$ cat config.mk
export PLATFORM = sky130hd
export DESIGN_NAME = quad_lane_fifo
export DESIGN_NICKNAME = d
export VERILOG_FILES = /design/src/rtl/quad_lane_fifo.sv
export SDC_FILE = /design/constraint.sdc
export NUM_CORES = 1
export LEC_CHECK = 0
export ABC_CLOCK_PERIOD_IN_PS = 3800
export BUFFER_PORTS_ARGS = -buffer_cell sky130_fd_sc_hd__clkbuf_2
export CAP_MARGIN = 15
export CORE_UTILIZATION = 55
export DETAILED_ROUTE_END_ITERATION = 8
export PLACE_DENSITY_LB_ADDON = 0.08
export SLEW_MARGIN = 5
export SYNTH_ARGS = -nofsm -noshare
export SYNTH_HDL_FRONTEND = slang
export SYNTH_SLANG_ARGS = --single-unit
$ cat constraint.sdc
create_clock -name clk -period 3.8 [get_ports clk]
set_input_delay 0.38 -clock clk [delete_from_list [all_inputs] [get_ports clk]]
set_output_delay 0.38 -clock clk [all_outputs]
set_load 0.005 [all_outputs]
$ cat src/rtl/quad_lane_fifo.sv
module quad_lane_fifo #(
  parameter int LANES      = 4,
  parameter int LANE_DEPTH = 16,
  parameter int RX_SIDE    = 0,
  parameter int TRIG_LEVEL = 8
) (
  input  logic                 clk,
  input  logic                 rst_n,
  input  logic                 soft_rst,
  input  logic                 wr_word,
  input  logic                 wr_byte,
  input  logic [8*LANES-1:0]   wdata,
  input  logic                 rd_word,
  input  logic                 rd_byte,
  output logic [8*LANES-1:0]   rdata,
  input  logic [12:0]          clr,
  output logic [12:0]          status,
  output logic                 irq
);
  localparam int CAP = LANES * LANE_DEPTH;
  localparam int LW  = $clog2(LANES);
  localparam int PW  = $clog2(CAP);
  localparam int RW  = PW - LW;
  localparam int CW  = PW + 1;

  logic [PW-1:0] wp, rp;
  logic [CW-1:0] cnt, push, pop;
  logic [LANES-1:0][7:0] lane_rd;
  logic [12:0] cond;

  wire w_ok  = wr_word & ~wr_byte & (cnt <= CW'(CAP - LANES));
  wire b_ok  = wr_byte & ~wr_word & (cnt <  CW'(LANE_DEPTH));
  wire rw_ok = rd_word & ~rd_byte & (cnt >= CW'(LANES));
  wire rb_ok = rd_byte & ~rd_word & (cnt != '0);
  wire bad   = ((wr_word | wr_byte) & ~(w_ok | b_ok)) |
               ((rd_word | rd_byte) & ~(rw_ok | rb_ok));

  assign push = w_ok  ? CW'(LANES) : CW'(b_ok);
  assign pop  = rw_ok ? CW'(LANES) : CW'(rb_ok);

  always_ff @(posedge clk or negedge rst_n) begin
    if (!rst_n) begin
      wp  <= '0;
      rp  <= '0;
      cnt <= '0;
    end else if (soft_rst) begin
      wp  <= '0;
      rp  <= '0;
      cnt <= '0;
    end else begin
      wp  <= wp + PW'(push);
      rp  <= rp + PW'(pop);
      cnt <= cnt + push - pop;
    end
  end

  for (genvar l = 0; l < LANES; l++) begin : g_lane
    logic [7:0] mem [LANE_DEPTH];
    logic [LW-1:0] woff;
    logic [RW-1:0] wrow, rrow;
    assign woff = LW'(l) - wp[LW-1:0];
    assign wrow = wp[PW-1:LW] + RW'(LW'(l) < wp[LW-1:0]);
    assign rrow = rp[PW-1:LW] + RW'(LW'(l) < rp[LW-1:0]);
    wire       we  = ~soft_rst & (w_ok | (b_ok & (wp[LW-1:0] == LW'(l))));
    wire [7:0] din = w_ok ? wdata[{woff, 3'b000} +: 8] : wdata[7:0];
    always_ff @(posedge clk) begin
      if (we) mem[wrow] <= din;
    end
    assign lane_rd[l] = mem[rrow];
  end

  for (genvar i = 0; i < LANES; i++) begin : g_out
    wire [LW-1:0] sel = rp[LW-1:0] + LW'(i);
    assign rdata[8*i +: 8] = lane_rd[sel];
  end

  wire full  = (cnt == CW'(CAP));
  wire half  = (cnt >= CW'(CAP / 2));
  wire empty = (cnt == '0);
  wire wav   = (cnt >= CW'(LANES));

  if (RX_SIDE != 0) begin : g_rx
    assign cond = {bad, ~empty, 2'b00, full, half, wav, (cnt >= CW'(TRIG_LEVEL)), 5'b00000};
  end else begin : g_tx
    assign cond = {bad, 8'h00, full, half, empty, (cnt <= CW'(TRIG_LEVEL))};
  end

  always_ff @(posedge clk or negedge rst_n) begin
    if (!rst_n)        status <= '0;
    else if (soft_rst) status <= '0;
    else               status <= (status & ~clr) | cond;
  end

  assign irq = status[12];
endmodule

==> results of run 1 <==
==> logic make-up (layout without fill, tap and decap cells) <==
kind of cell    count (synthesis)  count (layout)  synth area share (%)
simple gates                  257             257                 5.035
other cells                     0               2                     0
mux                           192             192                 15.77
fa+ha+maj                      39              39                 2.100
buf+inv                       126             417                 2.455
xor+xnor                       18              18                0.7992
compound gates                195             195                 6.315
flops                         544             544                 67.53
==> worst reg2reg max path: cells and delay by family (launching register included) <==
kind,cells,cell delay [ns]
compound gates,4,0.69
fa+ha+maj,3,1.07
simple gates,4,0.73
buf+inv,3,0.32
flops,1,0.42
==> per-stage QoR <==
step | instance area, um^2 | setup slack [ns] | total power [mW] | utilization [%] | hold WS [ns]
floorplan | 23950 | 0.1066 | 9.332 | - | 0.08441
global placement | 25730 | 0.4239 | 10.34 | 59.87 | 0.4996
detailed placement | 25730 | 0.4105 | 10.40 | 59.87 | 0.5221
CTS | 28200 | -0.02831 | 16.19 | 65.62 | 0.005075
global route | 28530 | -0.1454 | 16.80 | 66.38 | 0.03415
finish | 28530 | -0.03160 | 16.24 | 66.39 | 0.04642
==> cell usage after synthesis, drive strengths merged (19+ instances only) <==
library cell | count | area [um^2]
edfxtp | 512 | 15370
mux4 | 144 | 3277
nor2 | 89 | 334.1
nand2 | 65 | 244.0
inv | 57 | 214.0
a21oi | 53 | 276.5
ha | 37 | 462.9
buf | 36 | 250.2
a22oi | 33 | 292.8
dfrtp | 32 | 800.8
mux2i | 32 | 320.3
o21ai | 32 | 163.9
clkbuf | 31 | 116.4
o22ai | 25 | 182.7
nor3 | 21 | 105.1
nand2b | 19 | 118.9
==> area by class of cell <==
class	instances	area, um^2
fillers	2964	14450
multi-input cells	701	7496
diodes	2	5.005
flip-flops and latches	544	16180
clock inverters	30	362.8
repair buffers	256	2048
clock buffers	72	1491
well taps	585	732.0
inverters	59	221.5
==> final timing paths <==
kind	start	endpoint	slack (ns)
worst min-delay path	clr[3]	status[3]	0.05
worst max-delay path	rp[1]	rdata[20]	-0.03
max in group asynchronous	rst_n	rp[1]	2.68
worst min register to register	status[1]	status[1]	0.53
min in group asynchronous	rst_n	status[4]	0.46
worst max register to register	cnt[6]	cnt[6]	0.48
==> report_power, final <==
group	leakage [nW]	switching [mW]	internal, mW	total, mW
clock network	0.912	2.24	3.30	5.55
registers	5.03	0.0866	6.88	6.97
logic	3.74	1.94	1.78	3.72
total	9.68	4.27	12.0	16.2
==> flip-flops by register name (all words and copies together) (netlist names) <==
| signal | flops |
|---|---|
| g_lane.mem | 512 |
| status | 13 |
| cnt | 7 |
| rp | 6 |
| wp | 6 |
==> placed cells by master, fill, tap and decap left out, types with 20 or more instances in the layout <==
master	synthesis	layout
sky130_fd_sc_hd__edfxtp_1	512	512
sky130_fd_sc_hd__mux4_2	135	136
sky130_fd_sc_hd__buf_4	3	126
sky130_fd_sc_hd__clkbuf_2	0	97
sky130_fd_sc_hd__nor2_1	89	89
sky130_fd_sc_hd__nand2_1	65	64
sky130_fd_sc_hd__clkbuf_16	0	60
sky130_fd_sc_hd__inv_1	56	52
sky130_fd_sc_hd__a21oi_1	52	52
sky130_fd_sc_hd__mux2i_1	32	32
sky130_fd_sc_hd__o21ai_0	31	30
sky130_fd_sc_hd__ha_1	37	30
sky130_fd_sc_hd__dfrtp_1	32	30
sky130_fd_sc_hd__a22oi_2	9	22
sky130_fd_sc_hd__o22ai_1	22	21
sky130_fd_sc_hd__nor3_1	21	20
==> repair_timing <==
action	4_1_cts	5_1_grt
buffers inserted	18	7
gates cloned	6	4
endpoints found under the hold margin	41	0
resized for setup	41	21
hold buffers	10	0
pin swaps	8	6
setup endpoints to repair	32	32
==> layer usage <==
metal / track usage [%] / part of all wire [%] / vias up
met5: 0 / 0 / -
met4: 8.046 / 2.7 / 0
met3: 4.668 / 6.7 / 90
met2: 45.45 / 50 / 486
met1: 38.14 / 41 / 7081
li1: - / - / 6025
==> implementation parameters, run 1 <==
Parameter                              Value

Yosys
  Primary FF master, synth    sky130_fd_sc_hd__edfxtp_1
  Mean Syn Cell Area    17.47 um^2
  Yosys warning count    0
  Number of enable flip-flop cells after synthesis    512
  Count of distinct cell types in the synthesized netlist    58
  Synth async-reset ratio    5.882%
  Net Count, Synth    1462
  Fraction of the yosys area taken by sequential cells    67.53%
  Number of instances in the synthesized netlist    1371
  Post-synth design cell area    0.02395 mm^2
  Number of synthesized register bits    544

Route
  Post-route antenna net violation count    0
  Routed wire per std cell    26.69 um
  Avg Vias per Cell    6.084
  Number of DRC markers after the initial detailed-route iteration    1229
  DR vias    13680
  Number of iterations in the first detailed-routing pass    6
  Detailed-route wire length    60030 um
  DR DRC count    0

Global routing
  Total gr overflow    0
  Global-route wire length before repair    87570 um
  Antenna violations before repair    0
  Total Routing Usage GR    27.56%
  Vias in the first global route    13440
  Pin count of the biggest net entering global routing    50

Worst setup path
  Type of origin of the critical path    flip-flop
  Cell at the slowest stage of the critical path    sky130_fd_sc_hd__mux4_2
  Buffers & Inverters on Critical Path    4
  Arrival @ worst endpoint    3.45 ns
  Type of destination of the critical path    output pin
  Data required time at the worst endpoint    3.42 ns
  Worst Path Class, Setup    reg2out
  Cell family contributing the most delay on the critical path    multiplexers
  Peak fanout along the critical path    8
  Logic depth of the worst path, buffers included    10
  Worst-path cell chain    inv_2, ha_4, inv_2, ha_4, buf_12, mux4_2, a22oi_2, o221ai_2, mux4_2, clkbuf_2
  Largest stage delay, worst path    0.52 ns
  Worst-case reg-to-reg path depth    14

Timing
  Final count of pins violating max slew    0
  Portion of the clock cycle consumed by the worst path in the final layout    100.8%
  Clock period minus final worst setup slack    3.832 ns
  Worst Skew    0.01569 ns
  Max Clock Freq    261.0 MHz
  Final number of hold-violating endpoints    0
  Slew HR    28.61%
  Final setup TNS    -0.1574 ns
  Transition time of the tightest slew-check pin    1.071 ns
  Worst setup margin    -0.03160 ns
  Count of final setup violators    15
  Setup repair after global routing missed its margin    yes

Placed design
  HPWL after DPL    40240 um
  Number of port buffers    97
  Post-Place Cells    2098
  RePlAce Congestion    0.8260

Die
  Starting density of the core    55.73%
  DIE WIDTH    210.7 um
  Area of the die    0.04439 mm^2
  Number of standard-cell rows in the floorplan    76
  Ports placed on the boundary    98
  Core footprint    0.04298 mm^2
  Height of the chip    210.7 um

Clocking
  Sinks on Clock Net    544
  Inserted Clock Buffers    55
  CTS Root Cell    sky130_fd_sc_hd__clkbuf_16
  Maximum root-to-sink buffer count    3
  Number of H-tree branching levels    2
  Clock latency reported for the late side of the worst-skew pair    0.61 ns
  Clock tree from TritonCTS    done
  Clock-pin slew on the worst setup and hold paths    0.06 ns

Min path
  Worst hold stages    3
  Class of the tightest hold or removal check    in2reg

Status
  Status    complete, but fails checks
  Failing checks    negative setup slack

Finish
  Synthesis-to-finish area growth    19.12%
  Number of non-filler instances in the completed layout    2249
  Fraction of final layout cells sized beyond drive strength 1    34.18%
  Number of nets in the layout    1708

Power and ir drop
  Leakage Power    9.683 nW
  Max rail drop VDD    0.4357 mV
  Power density of the placed cells    569.0 mW/mm^2

Job
  Max Cap Viol    0
Power figures use the tool's default switching activity.
==> run 2, diff against run 1 <==
Settings changed: ABC_CLOCK_PERIOD_IN_PS 3800 to 3600.
Clock period 3.8 ns to 3.6 ns, I/O delays scaled along.
==> implementation parameters, run 2 (synthesis results as in run 1) <==
Parameter                              Value

Status
  Status    complete, but fails checks
  Failing checks    negative setup slack

Timing
  Final number of hold-violating endpoints    0 (unchanged)
  Final count of pins violating max slew    0 (unchanged)
  Worst Skew    0.01496 ns (-0.0007217 ns)
  Transition time of the tightest slew-check pin    1.091 ns (+0.02002 ns)
  Max Clock Freq    272.7 MHz
  Clock period minus final worst setup slack    3.667 ns
  Portion of the clock cycle consumed by the worst path in the final layout    101.9%
  Setup repair after global routing missed its margin    yes
  Slew HR    27.01% (-1.6 points)
  Worst setup margin    -0.06682 ns (-0.03522 ns)
  Count of final setup violators    32 (+17)

Clocking
  Number of H-tree branching levels    2 (unchanged)
  Sinks on Clock Net    544 (unchanged)
  Clock latency reported for the late side of the worst-skew pair    0.60 ns (about the same)
  Inserted Clock Buffers    55 (unchanged)
  CTS Root Cell    sky130_fd_sc_hd__clkbuf_16
  Maximum root-to-sink buffer count    3 (unchanged)
  Clock tree from TritonCTS    done
  Clock-pin slew on the worst setup and hold paths    0.06 ns (about the same)

Finish
  Commonest cells after routing, fill and taps aside    sky130_fd_sc_hd__edfxtp_1, sky130_fd_sc_hd__mux4_2, sky130_fd_sc_hd__buf_4
  Most frequent standard cell in the layout excluding fill and tap cells    sky130_fd_sc_hd__edfxtp_1
  Fraction of final layout cells sized beyond drive strength 1    34.32% (+0.14 points)
  Synthesis-to-finish area growth    19.05% (about the same)
  Number of nets in the layout    1708 (unchanged)
  Largest registers    g_lane.mem x512, status x13, cnt x7
  Biggest register    g_lane.mem
  Post-route cell area    0.02852 mm^2 (about the same)
  Flip-flop count of the largest register, all copies and words added    512 (unchanged)

Route
  Detailed-route wire length    60190 um (+0.27%)
  Number of DRC markers after the initial detailed-route iteration    1277 (+3.9%)
  Routed wire per std cell    26.79 um (+0.36%)
  DR vias    13750 (+0.50%)
  Post-route antenna net violation count    0 (unchanged)
  DR DRC count    0 (unchanged)
  Number of iterations in the first detailed-routing pass    5 (-1)
  Avg Vias per Cell    6.119 (+0.59%)

Global routing
  Total Routing Usage GR    27.79% (+0.22 points)
  Pin count of the biggest net entering global routing    50 (unchanged)
  Vias in the first global route    13720 (+2.0%)
  Antenna violations before repair    0 (unchanged)
  Global-route wire length before repair    88440 um (+0.99%)
  Total gr overflow    0 (unchanged)

Placed design
  Cell Area, Placed    0.02585 mm^2 (+0.44%)
  HPWL after DPL    40570 um (+0.83%)
  RePlAce Congestion    0.8467 (+2.5%)
  Number of port buffers    97 (unchanged)
  Setup WS pre-CTS    0.2000 ns (-0.2106 ns)

Worst setup path
  Type of destination of the critical path    output pin
  Type of origin of the critical path    flip-flop
  Arrival @ worst endpoint    3.31 ns (-0.14 ns)
  Worst Path Class, Setup    reg2out
  Peak fanout along the critical path    8 (unchanged)
  Data required time at the worst endpoint    3.24 ns (-0.18 ns)

Die
  Core footprint    0.04298 mm^2 (unchanged)
  Starting density of the core    55.73% (unchanged)
  Number of standard-cell rows in the floorplan    76 (unchanged)
  Ports placed on the boundary    98 (unchanged)
  Area of the die    0.04439 mm^2 (unchanged)
  DIE WIDTH    210.7 um (unchanged)
  Height of the chip    210.7 um (unchanged)

Power and ir drop
  Max rail drop VDD    0.4581 mV (+5.1%)
  Power density of the placed cells    598.7 mW/mm^2 (+5.2%)
  Leakage Power    9.633 nW (-0.52%)

Job
  Max Cap Viol    0 (unchanged)

Min path
  Class of the tightest hold or removal check    in2reg
==> run 2: changes by cell type in the layout (fill, tap and decap cells not counted), sizes merged <==
cell	previous run	this run
buf	143	145
bufinv	8	9
clkinvlp	0	1
diode	2	1
clkinv	22	25
clkbuf	173	166
inv	59	58
==> run 2: layer usage <==
layer  track usage, %  part of all wire, %
met1            38.83                   41
met2            46.36                   50
met3            3.672                  6.9
met4            7.696                  2.7
met5                0                    0
==> run 2: timing repair <==
item / 4_1_cts / 5_1_grt
setup buffers: 9 / 4
pin swaps: 10 / 16
hold buffers: 10 / 0
endpoints found under the hold margin: 41 / 0
resized for setup: 56 / 25
setup endpoints to repair: 32 / 33
gates cloned: 7 / 3
==> run 2: per-stage QoR <==
| step | utilization, % | setup TNS [ns] | hold WS [ns] | power, mW | instances |
|---|---|---|---|---|---|
| floorplan | - | 0 | 0.06441 | 9.851 | 1371 |
| global placement | 60.10 | 0 | 0.5020 | 10.93 | 2110 |
| detailed placement | 60.14 | 0 | 0.5192 | 11.00 | 2112 |
| CTS | 65.93 | -3.828 | 0.004050 | 17.10 | 2239 |
| global route | 66.34 | -4.408 | 0.02913 | 17.69 | 2246 |
| finish | 66.35 | -1.347 | 0.04444 | 17.07 | 2247 |
==> run 2: where the power goes <==
group | internal, mW | leakage [nW] | switching, mW | total (mW)
clock network | 3.43 | 0.876 | 2.33 | 5.77
registers | 7.26 | 5.03 | 0.0838 | 7.35
logic | 1.90 | 3.73 | 2.06 | 3.96
total | 12.6 | 9.63 | 4.48 | 17.1
==> run 2: path summary, 6_finish.rpt <==
kind	startpoint	to	slack, ns	depth (start not counted)
worst min register to register	status[10]	status[10]	0.53	1
worst min-delay path	rd_byte	status[12]	0.04	3
worst max-delay path	rp[1]	rdata[31]	-0.07	12
min in group asynchronous	rst_n	status[10]	0.44	2
worst max register to register	cnt[4]	cnt[6]	0.25	14
max in group asynchronous	rst_n	rp[2]	2.53	2
==> run 2: final cells by class <==
type	count	area (um^2)
flip-flops and latches	544	16180
fillers	2942	14460
multi-input cells	701	7516
repair buffers	256	2061
clock buffers	67	1421
well taps	585	732.0
clock inverters	34	381.6
inverters	59	222.7
diodes	1	2.502
==> run 2: critical path, stage by stage, from the launching register on <==
cell and delay [ns]:
sky130_fd_sc_hd__dfrtp_2 0.43, sky130_fd_sc_hd__inv_2 0.09, sky130_fd_sc_hd__ha_4 0.12, sky130_fd_sc_hd__inv_2 0.04
sky130_fd_sc_hd__ha_4 0.31, sky130_fd_sc_hd__buf_6 0.15, sky130_fd_sc_hd__buf_16 0.15, sky130_fd_sc_hd__buf_12 0.11
sky130_fd_sc_hd__mux4_2 0.50, sky130_fd_sc_hd__inv_2 0.07, sky130_fd_sc_hd__o221ai_2 0.12, sky130_fd_sc_hd__mux4_2 0.50
sky130_fd_sc_hd__clkbuf_2 0.13
==> run 3, diff against run 2 <==
Settings changed: ABC_CLOCK_PERIOD_IN_PS 3600 to 3700.
Clock period 3.6 ns to 3.7 ns, I/O delays scaled along.
==> implementation parameters, run 3 (synthesis results as in run 1) <==
Parameter                              Value

Die
  Area of the die    0.04439 mm^2 (unchanged)
  Number of standard-cell rows in the floorplan    76 (unchanged)
  Core footprint    0.04298 mm^2 (unchanged)
  Height of the chip    210.7 um (unchanged)
  DIE WIDTH    210.7 um (unchanged)
  Starting density of the core    55.73% (unchanged)
  Ports placed on the boundary    98 (unchanged)

Finish
  Most frequent standard cell in the layout excluding fill and tap cells    sky130_fd_sc_hd__edfxtp_1
  Commonest cells after routing, fill and taps aside    sky130_fd_sc_hd__edfxtp_1, sky130_fd_sc_hd__mux4_2, sky130_fd_sc_hd__buf_4
  Largest registers    g_lane.mem x512, status x13, cnt x7
  Biggest register    g_lane.mem
  Fraction of the core area covered by cells at the end of the flow    65.91% (-0.43 points)
  Fraction of final layout cells sized beyond drive strength 1    34.26% (-0.055 points)
  Synthesis-to-finish area growth    18.27%
  Post-route cell area    0.02833 mm^2 (-0.65%)
  Flip-flop count of the largest register, all copies and words added    512 (unchanged)
  Number of nets in the layout    1704 (-0.23%)

Worst setup path
  Data required time at the worst endpoint    3.33 ns (+0.09 ns)
  Peak fanout along the critical path    8 (unchanged)
  Worst-case reg-to-reg path depth    14 (unchanged)
  Worst Path Class, Setup    reg2out
  Arrival @ worst endpoint    3.36 ns (+0.05 ns)
  Start of the worst register-to-register path    cnt[5]
  Type of destination of the critical path    output pin
  Flop-to-flop setup slack    0.37 ns (+0.12 ns)
  RR Endpoint    cnt[6]
  Type of origin of the critical path    flip-flop

Power and ir drop
  Leakage Power    9.510 nW (-1.3%)
  Max rail drop VDD    0.4033 mV (-12%)
  Power density of the placed cells    566.0 mW/mm^2 (-5.5%)

Timing
  Worst Skew    0.03041 ns (+0.01544 ns)
  Setup repair after global routing missed its margin    yes
  Final setup TNS    -0.08232 ns (+1.264 ns)
  Transition time of the tightest slew-check pin    1.187 ns (+0.09605 ns)
  Portion of the clock cycle consumed by the worst path in the final layout    100.9%
  Slew HR    20.58% (-6.4 points)
  Max Clock Freq    267.9 MHz
  Final number of hold-violating endpoints    0 (unchanged)
  Clock period minus final worst setup slack    3.733 ns
  Worst setup margin    -0.03325 ns (+0.03357 ns)
  Worst hold slack    0.02863 ns (-0.01581 ns)
  Final count of pins violating max slew    0 (unchanged)
  Count of final setup violators    6 (-81%)

Placed design
  Number of port buffers    97 (unchanged)
  Setup WS pre-CTS    0.2798 ns (+0.07978 ns)
  RePlAce Congestion    0.8339 (-1.5%)
  HPWL after DPL    40040 um (-1.3%)
  Cell Area, Placed    0.02577 mm^2 (-0.29%)

Route
  Avg Vias per Cell    6.083 (-0.59%)
  Detailed-route wire length    60340 um (+0.24%)
  Post-route antenna net violation count    0 (unchanged)
  Number of iterations in the first detailed-routing pass    6 (+1)
  Number of DRC markers after the initial detailed-route iteration    1321 (+3.4%)
  DR DRC count    0 (unchanged)
  Routed wire per std cell    26.96 um (+0.64%)
  DR vias    13610 (-0.99%)

Clocking
  Number of H-tree branching levels    2 (unchanged)
  Inserted Clock Buffers    54 (-1.8%)
  Clock latency reported for the late side of the worst-skew pair    0.61 ns (about the same)
  Maximum root-to-sink buffer count    3 (unchanged)
  Clock-pin slew on the worst setup and hold paths    0.06 ns (about the same)
  CTS Root Cell    sky130_fd_sc_hd__clkbuf_16
  Clock tree from TritonCTS    done
  Sinks on Clock Net    544 (unchanged)

Global routing
  Total Routing Usage GR    27.86% (+0.071 points)
  Vias in the first global route    13570 (-1.1%)
  Total gr overflow    0 (unchanged)
  Antenna violations before repair    0 (unchanged)
  Global-route wire length before repair    88320 um (-0.14%)
  Pin count of the biggest net entering global routing    50 (unchanged)

Min path
  Worst hold stages    3 (unchanged)
  Launch point of the worst hold path    clr[3]
  Destination of the worst hold path    status[3]
  Class of the tightest hold or removal check    in2reg

Job
  Max Cap Viol    0 (unchanged)

Status
  Status    complete, but fails checks
  Failing checks    negative setup slack
## run 3: cell types whose count changed in the layout (fill, tap and decap cells not counted), moves of 4 or more
cell / before / now
sky130_fd_sc_hd__bufinv_16: 9 / 0
sky130_fd_sc_hd__clkinv_1: 17 / 13
sky130_fd_sc_hd__clkbuf_1: 12 / 18
sky130_fd_sc_hd__buf_4: 123 / 118
## run 3: layout make-up
cell class                 instances  area [um^2]
clock inverter                    20        115.1
timing repair buffer             253         2069
multi-input combinational        701         7546
tap                              585        732.0
inverter                          59        222.7
sequential                       544        16180
clock buffer                      75         1460
fill                            2938        14650
antenna                            1        2.502
## run 3: how the worst max path moves through the flow
stage / start / to / slack [ns] / cells past startpoint
final: rp[0] / rdata[12] / -0.03 / 8
after CTS: rp[1] / rdata[5] / -0.1 / 11
after global placement: rp[1] / rdata[12] / 0.32 / 8
after detailed placement: rp[1] / rdata[12] / 0.28 / 8
after global routing: rp[1] / rdata[22] / -0.11 / 11
after floorplan: rp[0] / rdata[22] / 0.02 / 12
## run 3: worst max-delay path, stage by stage (launching register included)
cell,delay [ns]
sky130_fd_sc_hd__dfrtp_1,0.42
sky130_fd_sc_hd__ha_2,0.22
sky130_fd_sc_hd__ha_4,0.33
sky130_fd_sc_hd__buf_12,0.16
sky130_fd_sc_hd__mux4_2,0.51
sky130_fd_sc_hd__a22oi_2,0.25
sky130_fd_sc_hd__nand3_2,0.21
sky130_fd_sc_hd__mux4_2,0.51
sky130_fd_sc_hd__clkbuf_2,0.13
## run 3: stage by stage
step,power (mW),instances
global placement,10.62,2103
CTS,16.14,2233
floorplan,9.584,1371
global route,16.61,2237
detailed placement,10.68,2103
finish,16.04,2238
## run 3: routing by layer
layer	vias to the layer above	GRT usage (%)	part of all wire [%]
met5	-	0	0
met4	0	9.445	2.9
met3	101	3.836	6.9
met2	488	46.38	50
met1	7029	38.20	40
li1	5996	-	-
## run 3: timing repair
action | CTS | global route
buffers inserted | 13 | 2
gates cloned | 12 | 1
pin swaps | 17 | 20
endpoints found under the hold margin | 41 | 0
hold buffers | 10 | 0
resized for setup | 73 | 25
setup endpoints to repair | 32 | 32
## run 3: where the power goes
| group | internal, mW | switching, mW |
|---|---|---|
| Sequential | 7.07 | 0.0875 |
| Combinational | 1.87 | 2.03 |
| Clock | 2.74 | 2.23 |
